==> config.mk <==
export PLATFORM = sky130hd
export DESIGN_NAME = irq_prog_seq
export DESIGN_NICKNAME = d
export VERILOG_FILES = /design/src/rtl/psq_pkg.sv /design/src/rtl/psq_decode.sv /design/src/rtl/psq_init_fsm.sv /design/src/rtl/irq_prog_seq.sv
export SDC_FILE = /design/constraint.sdc
export NUM_CORES = 1
export LEC_CHECK = 0
export ABC_AREA = 1
export BUFFER_PORTS_ARGS = -buffer_cell sky130_fd_sc_hd__buf_2
export CORE_ASPECT_RATIO = 1.25
export CORE_MARGIN = 2
export CORE_UTILIZATION = 47
export CTS_CLUSTER_DIAMETER = 200
export DETAILED_ROUTE_END_ITERATION = 10
export PLACE_DENSITY = 0.77
export SLEW_MARGIN = 20
export SYNTH_ARGS = -nofsm -noshare
export SYNTH_HDL_FRONTEND = slang
export SYNTH_SLANG_ARGS = --single-unit
==> constraint.sdc <==
create_clock -name clk -period 1.95 [get_ports clk]
set_clock_uncertainty 0.2 [all_clocks]
set_input_delay 0.0975 -clock clk [delete_from_list [all_inputs] [get_ports clk]]
set_output_delay 0.0975 -clock clk [all_outputs]
set_load 0.01 [all_outputs]
==> src/rtl/psq_pkg.sv <==
// Shared types for the programming sequencer.
// Assumes an 8-line controller driven through a byte-wide port.
package psq_pkg;
    typedef enum logic [1:0] {
        SEQ_IDLE = 2'd0,
        SEQ_BASE = 2'd1,
        SEQ_CASC = 2'd2,
        SEQ_MODE = 2'd3
    } seq_state_t;

    typedef enum logic [1:0] {
        WK_INIT  = 2'd0,
        WK_RDCTL = 2'd1,
        WK_PRIO  = 2'd2
    } wr_kind_t;
endpackage

==> src/rtl/psq_decode.sv <==
// Classifies a command-address byte into initialisation start, read-control
// command or priority command, and extracts the priority code.
// Purely combinational; assumes the byte layout fixed in the requirements.
module psq_decode #(
    parameter int DATA_W = 8
) (
    input  logic [DATA_W-1:0] byte_in,
    output psq_pkg::wr_kind_t kind,
    output logic [2:0]        code,
    output logic              strobing
);
    // Format selection: bit 4 wins over bit 3
    always_comb begin
        if (byte_in[4])      kind = psq_pkg::WK_INIT;
        else if (byte_in[3]) kind = psq_pkg::WK_RDCTL;
        else                 kind = psq_pkg::WK_PRIO;
    end

    // Code field and whether it produces a resolver strobe
    always_comb begin
        code = byte_in[7:5];
        case (byte_in[7:5])
            3'd1, 3'd3, 3'd5, 3'd6, 3'd7: strobing = 1'b1;
            default:                      strobing = 1'b0;
        endcase
    end
endmodule

==> src/rtl/psq_init_fsm.sv <==
// Steps through the data-address words that follow an initialisation start.
// Emits single-cycle take strobes for the base word and the mode word.
// Assumes start and data writes never arrive in the same cycle from software.
module psq_init_fsm (
    input  logic                 clk,
    input  logic                 rst_n,
    input  logic                 start,
    input  logic                 want_mode,
    input  logic                 data_wr,
    output psq_pkg::seq_state_t  state,
    output logic                 take_base,
    output logic                 take_mode
);
    import psq_pkg::*;

    logic want_mode_q;

    // Sequence state and latched mode-word request
    always_ff @(posedge clk) begin
        if (!rst_n) begin
            state       <= SEQ_IDLE;
            want_mode_q <= 1'b0;
        end else if (start) begin
            state       <= SEQ_BASE;
            want_mode_q <= want_mode;
        end else if (data_wr) begin
            case (state)
                SEQ_BASE: state <= SEQ_CASC;
                SEQ_CASC: state <= want_mode_q ? SEQ_MODE : SEQ_IDLE;
                SEQ_MODE: state <= SEQ_IDLE;
                default:  state <= SEQ_IDLE;
            endcase
        end
    end

    // Take strobes for the word written in the current state
    always_comb begin
        take_base = data_wr && !start && (state == SEQ_BASE);
        take_mode = data_wr && !start && (state == SEQ_MODE);
    end
endmodule

==> src/rtl/irq_prog_seq.sv <==
// Register front end of an 8-line interrupt controller: decodes command and
// data writes, holds base, mask and mode flags, serves reads and poll, and
// strobes priority commands to an external resolver.
// Assumes the resolver supplies pending/in-service bits and the winning line.
module irq_prog_seq #(
    parameter int DATA_W = 8,
    parameter int LINE_W = 3
) (
    input  logic              clk,
    input  logic              rst_n,
    input  logic              wr_en,
    input  logic              rd_en,
    input  logic              addr,
    input  logic [DATA_W-1:0] wdata,
    output logic [DATA_W-1:0] rdata,
    input  logic [DATA_W-1:0] pend_bits,
    input  logic [DATA_W-1:0] serv_bits,
    input  logic              best_valid,
    input  logic [LINE_W-1:0] best_line,
    output logic [DATA_W-1:0] mask_bits,
    output logic              nest_mode,
    output logic              auto_eoi,
    output logic              rot_auto_eoi,
    output logic              spec_mask,
    output logic              init_busy,
    output logic              init_clr,
    output logic              cmd_stb,
    output logic [2:0]        cmd_code,
    output logic [LINE_W-1:0] cmd_line,
    output logic              poll_clr,
    output logic [LINE_W-1:0] poll_line,
    output logic [DATA_W-1:0] vector_out,
    output logic              spurious
);
    import psq_pkg::*;

    localparam int BASE_W = DATA_W - LINE_W;
    localparam logic [LINE_W-1:0] SPUR_LINE = {LINE_W{1'b1}};

    wr_kind_t           kind;
    logic [2:0]         code;
    logic               strobing;
    seq_state_t         state;
    logic               take_base;
    logic               take_mode;
    logic               cmd_wr;
    logic               data_wr;
    logic               start;
    logic               rd_sel;
    logic               poll_armed;
    logic [BASE_W-1:0]  base_q;

    assign cmd_wr  = wr_en && !addr;
    assign data_wr = wr_en && addr;
    assign start   = cmd_wr && (kind == WK_INIT);

    psq_decode #(.DATA_W(DATA_W)) u_dec (
        .byte_in  (wdata),
        .kind     (kind),
        .code     (code),
        .strobing (strobing)
    );

    psq_init_fsm u_fsm (
        .clk       (clk),
        .rst_n     (rst_n),
        .start     (start),
        .want_mode (wdata[0]),
        .data_wr   (data_wr),
        .state     (state),
        .take_base (take_base),
        .take_mode (take_mode)
    );

    assign init_busy = (state != SEQ_IDLE);

    // Registers, mode flags and one-cycle resolver strobes
    always_ff @(posedge clk) begin
        if (!rst_n) begin
            mask_bits    <= '0;
            base_q       <= '0;
            nest_mode    <= 1'b0;
            auto_eoi     <= 1'b0;
            rot_auto_eoi <= 1'b0;
            spec_mask    <= 1'b0;
            rd_sel       <= 1'b0;
            poll_armed   <= 1'b0;
            init_clr     <= 1'b0;
            cmd_stb      <= 1'b0;
            cmd_code     <= '0;
            cmd_line     <= '0;
            poll_clr     <= 1'b0;
            poll_line    <= '0;
        end else begin
            init_clr <= 1'b0;
            cmd_stb  <= 1'b0;
            poll_clr <= 1'b0;
            if (rd_en && poll_armed) begin
                poll_armed <= 1'b0;
                poll_clr   <= best_valid;
                poll_line  <= best_line;
            end
            if (cmd_wr) begin
                case (kind)
                    WK_INIT: begin
                        mask_bits    <= '0;
                        base_q       <= '0;
                        nest_mode    <= 1'b0;
                        auto_eoi     <= 1'b0;
                        rot_auto_eoi <= 1'b0;
                        spec_mask    <= 1'b0;
                        rd_sel       <= 1'b0;
                        poll_armed   <= 1'b0;
                        init_clr     <= 1'b1;
                    end
                    WK_RDCTL: begin
                        if (wdata[2]) poll_armed <= 1'b1;
                        if (wdata[1]) rd_sel     <= wdata[0];
                        if (wdata[6]) spec_mask  <= wdata[5];
                    end
                    default: begin
                        if (code[1:0] == 2'b00) rot_auto_eoi <= wdata[7];
                        if (strobing) begin
                            cmd_stb  <= 1'b1;
                            cmd_code <= code;
                            cmd_line <= wdata[LINE_W-1:0];
                        end
                    end
                endcase
            end
            if (data_wr) begin
                if (state == SEQ_IDLE) mask_bits <= wdata;
                if (take_base) base_q <= wdata[DATA_W-1:LINE_W];
                if (take_mode) begin
                    nest_mode <= wdata[4];
                    auto_eoi  <= wdata[1];
                end
            end
        end
    end

    // Read data: poll result, status select, or mask
    always_comb begin
        if (poll_armed)
            rdata = best_valid ? DATA_W'(best_line) : '0;
        else if (addr)
            rdata = mask_bits;
        else
            rdata = rd_sel ? serv_bits : pend_bits;
    end

    // Acknowledge vector with spurious substitution
    always_comb begin
        spurious   = !best_valid;
        vector_out = {base_q, best_valid ? best_line : SPUR_LINE};
    end
endmodule

==> out/metrics.yaml <==
synth_area_mm2: 0.00171
power_frac_seq_pct: 47.8
postCtsSetupBuffers: 0
reg2reg_to: "mask_bits[4]$_SDFF_PN0_"
holdCritStartpoint: "addr"
clockRootBuffer: "clkbuf_8"
grt_pass1_vias: 1807
hold_violations: 0
required_ns: 1.65
min_to: "u_fsm.state[1]$_SDFFE_PP0P_"
dr_wl_met2_mm: 2.16
wirelength_mm: 4.49
finalSetupViolations: 0
synth_top_cell_by_area: "dfxtp_1"
synth_top_area_share_pct: 39.9
place.gp.congestion: 0.819
hpwlAfterDp_mm: 3.29
io_buffers: 74
yosysMostFrequentCell: "nand2_1"
insertion_delay_ns: 0.29
htree_levels: 2
worst_slew_pin_slew_ns: 0.474
power_frac_comb_pct: 17.6
fp.dieW_um: 57.9
cp-start-kind: "register"
syn_to_final_growth_pct: 35.6
grt_usage_pct: 23.8
first_pass_iters: 5
cp-startpoint: "rd_sel$_SDFFE_PN0P_"
pin_count: 75
fin_tns_setup_ns: 0
num_vias: 1865
synth-main-ff-cell: "dfxtp_1"
rows: 24
grt_first_pass_wirelength_mm: 7.73
die_area_mm2: 0.00413
synth_fp_nets: 278
yosys-top-cells-count: "nand2_1, dfxtp_1, inv_1, o21ai_0, nor2_1"
slew_headroom_pct: 68.4
antenna_found_initial: 0
clkSinkCount: 34
cts_hold_buf: 13
r2r.worst_path.cells: 7
core_area_mm2: 0.00348
reg2reg_slack_ns: 0.39
drt-met1-wl_mm: 1.92
grt_max_degree: 30
drive_gt1_share_pct: 27.9
path_class: "reg2out"
vdd_ir_drop_max_v: 0.000676
netSwitchingFraction_pct: 27.3
ys_ff_latch: 34
worstHoldPathCells: 4
grt_setup_unrepaired: "no"
route.met3.wl_um: 315
grt-ovfl-total: 0
p_leak_uw: 0.00122
internal_power_uw: 1110
ys_top_cells_by_area: "dfxtp_1, nand2_1, o21ai_0"
path_clk_slew_ns: 0.07
fill_cells: 328
slew_viol_final: 0
critPathMaxFanout: 10
drc: 0
numCtsBuffers: 5
finalCritPeriodShare_pct: 90.6
post-route-min-period_ns: 1.77
clock_power_share_pct: 34.5
final_util_pct: 66.4
wire_per_inst_um: 12.2
synth_cells: 241
ys_seq_area_share_pct: 39.9
fmax_mhz: 566
cts_buffer_depth: 2
cts_resized: 0
synth_edf_count: 0
p_sw_uw: 419
async_flop_share_pct: 0
viasPerCell: 5.05
placedCellCount: 348
status: "finished, final reports clean"
worstSetupEndpointType: "primary output"
drt_iter0_drc: 77
dieHeight_um: 71.3
synth_cell_type_count: 24
ant_nets: 0
start_util_pct: 49.0
fin_cells: 369
cp_data_arrival_time_ns: 1.47
synth.avg_cell_area_um2: 7.08
cts_tree: "built"
fin_nets: 366
pwr_density_cell_mw_per_mm2: 663
hold_class: "in2reg"
highest_layer: "met4"
regToRegStartpoint: "u_fsm.state[1]$_SDFFE_PP0P_"
n_antenna_cell: 0
synth_warnings: 0
maxCapViolCount: 0
worst_hold_slack_ns: 0.0302
[state kept, by name, indices dropped and copies added, names as in the netlist]
register / cells
mask_bits: 8
base_q: 5
cmd_code: 3
cmd_line: 3
poll_line: 3
u_fsm.state: 2
auto_eoi: 1
cmd_stb: 1
init_clr: 1
nest_mode: 1
poll_armed: 1
poll_clr: 1
rd_sel: 1
rot_auto_eoi: 1
spec_mask: 1
u_fsm.want_mode_q: 1
[worst max path at each step]
stage	slack, ns	endpoint
2_1_floorplan	0.53	mask_bits[3]$_SDFF_PN0_
3_3_place_gp	0.46	mask_bits[5]$_SDFF_PN0_
3_5_place_dp	0.39	mask_bits[4]$_SDFF_PN0_
4_1_cts	0.17	rdata[0]
5_1_grt	0.04	rdata[0]
6_report	0.18	rdata[0]
[power groups by stage]
stage	Combinational (µW)	Clock (µW)	Sequential [µW]
after detailed placement	252	0	748
after CTS	272	539	732
after floorplan	142	0	752
final	271	530	733
after global routing	304	573	735
after global placement	250	0	747
[per-stage QoR]
stage	total power (µW)	area [µm²]	setup slack [ns]
CTS	1540	2310	0.171
global route	1610	2310	0.0442
global placement	998	2090	0.463
finish	1530	2310	0.182
floorplan	895	1710	0.528
detailed placement	1000	2090	0.391
[cell usage in the layout, fill, tap and decap left out, types with 2 or more instances in the layout]
cell | netlist | layout
o211ai_1 | 6 | 6
dlygate4sd3_1 | 0 | 13
o21ai_0 | 26 | 26
ha_1 | 4 | 4
buf_2 | 6 | 74
nand3_1 | 15 | 15
nor3_1 | 2 | 2
a21oi_1 | 20 | 20
nand4_1 | 8 | 8
nor2_1 | 22 | 22
clkbuf_8 | 0 | 6
inv_1 | 32 | 32
nand2_1 | 52 | 52
o22ai_1 | 2 | 2
dfxtp_1 | 34 | 34
nor2_2 | 2 | 2
[per-layer routing]
layer  vias to the layer above  track usage [%]
met4                         0             12.9
met1                       825             27.8
met3                        11             3.43
li1                        964                -
met5                         -                0
met2                        65             41.3
[kinds of logic (layout without fill, tap and decap cells)]
family / count (synthesis) / after routing / share of synthesized area, %
AOI/OAI and AO/OA: 56 / 56 / 18.3
adders and majority gates: 4 / 4 / 2.93
buffers and inverters: 40 / 129 / 9.68
DFF: 34 / 34 / 39.9
and+or+nand+nor: 107 / 107 / 29.2
[critical path, cell delays in order (launching register included)]
cell,delay [ns]
dfxtp_1,0.48
inv_1,0.19
nand2_1,0.10
nand3_1,0.06
o211ai_1,0.10
o21ai_0,0.11
buf_2,0.15
[final cells by class]
cell class | count | area [µm²] | area share (%)
well taps | 39 | 48.8 | 2.11
clock inverters | 1 | 5.00 | 0.216
multi-input cells | 167 | 860 | 37.2
repair buffers | 88 | 508 | 22.0
inverters | 33 | 124 | 5.36
clock buffers | 7 | 86.3 | 3.73
flip-flops and latches | 34 | 681 | 29.4
(Power assumes the default switching activity.)
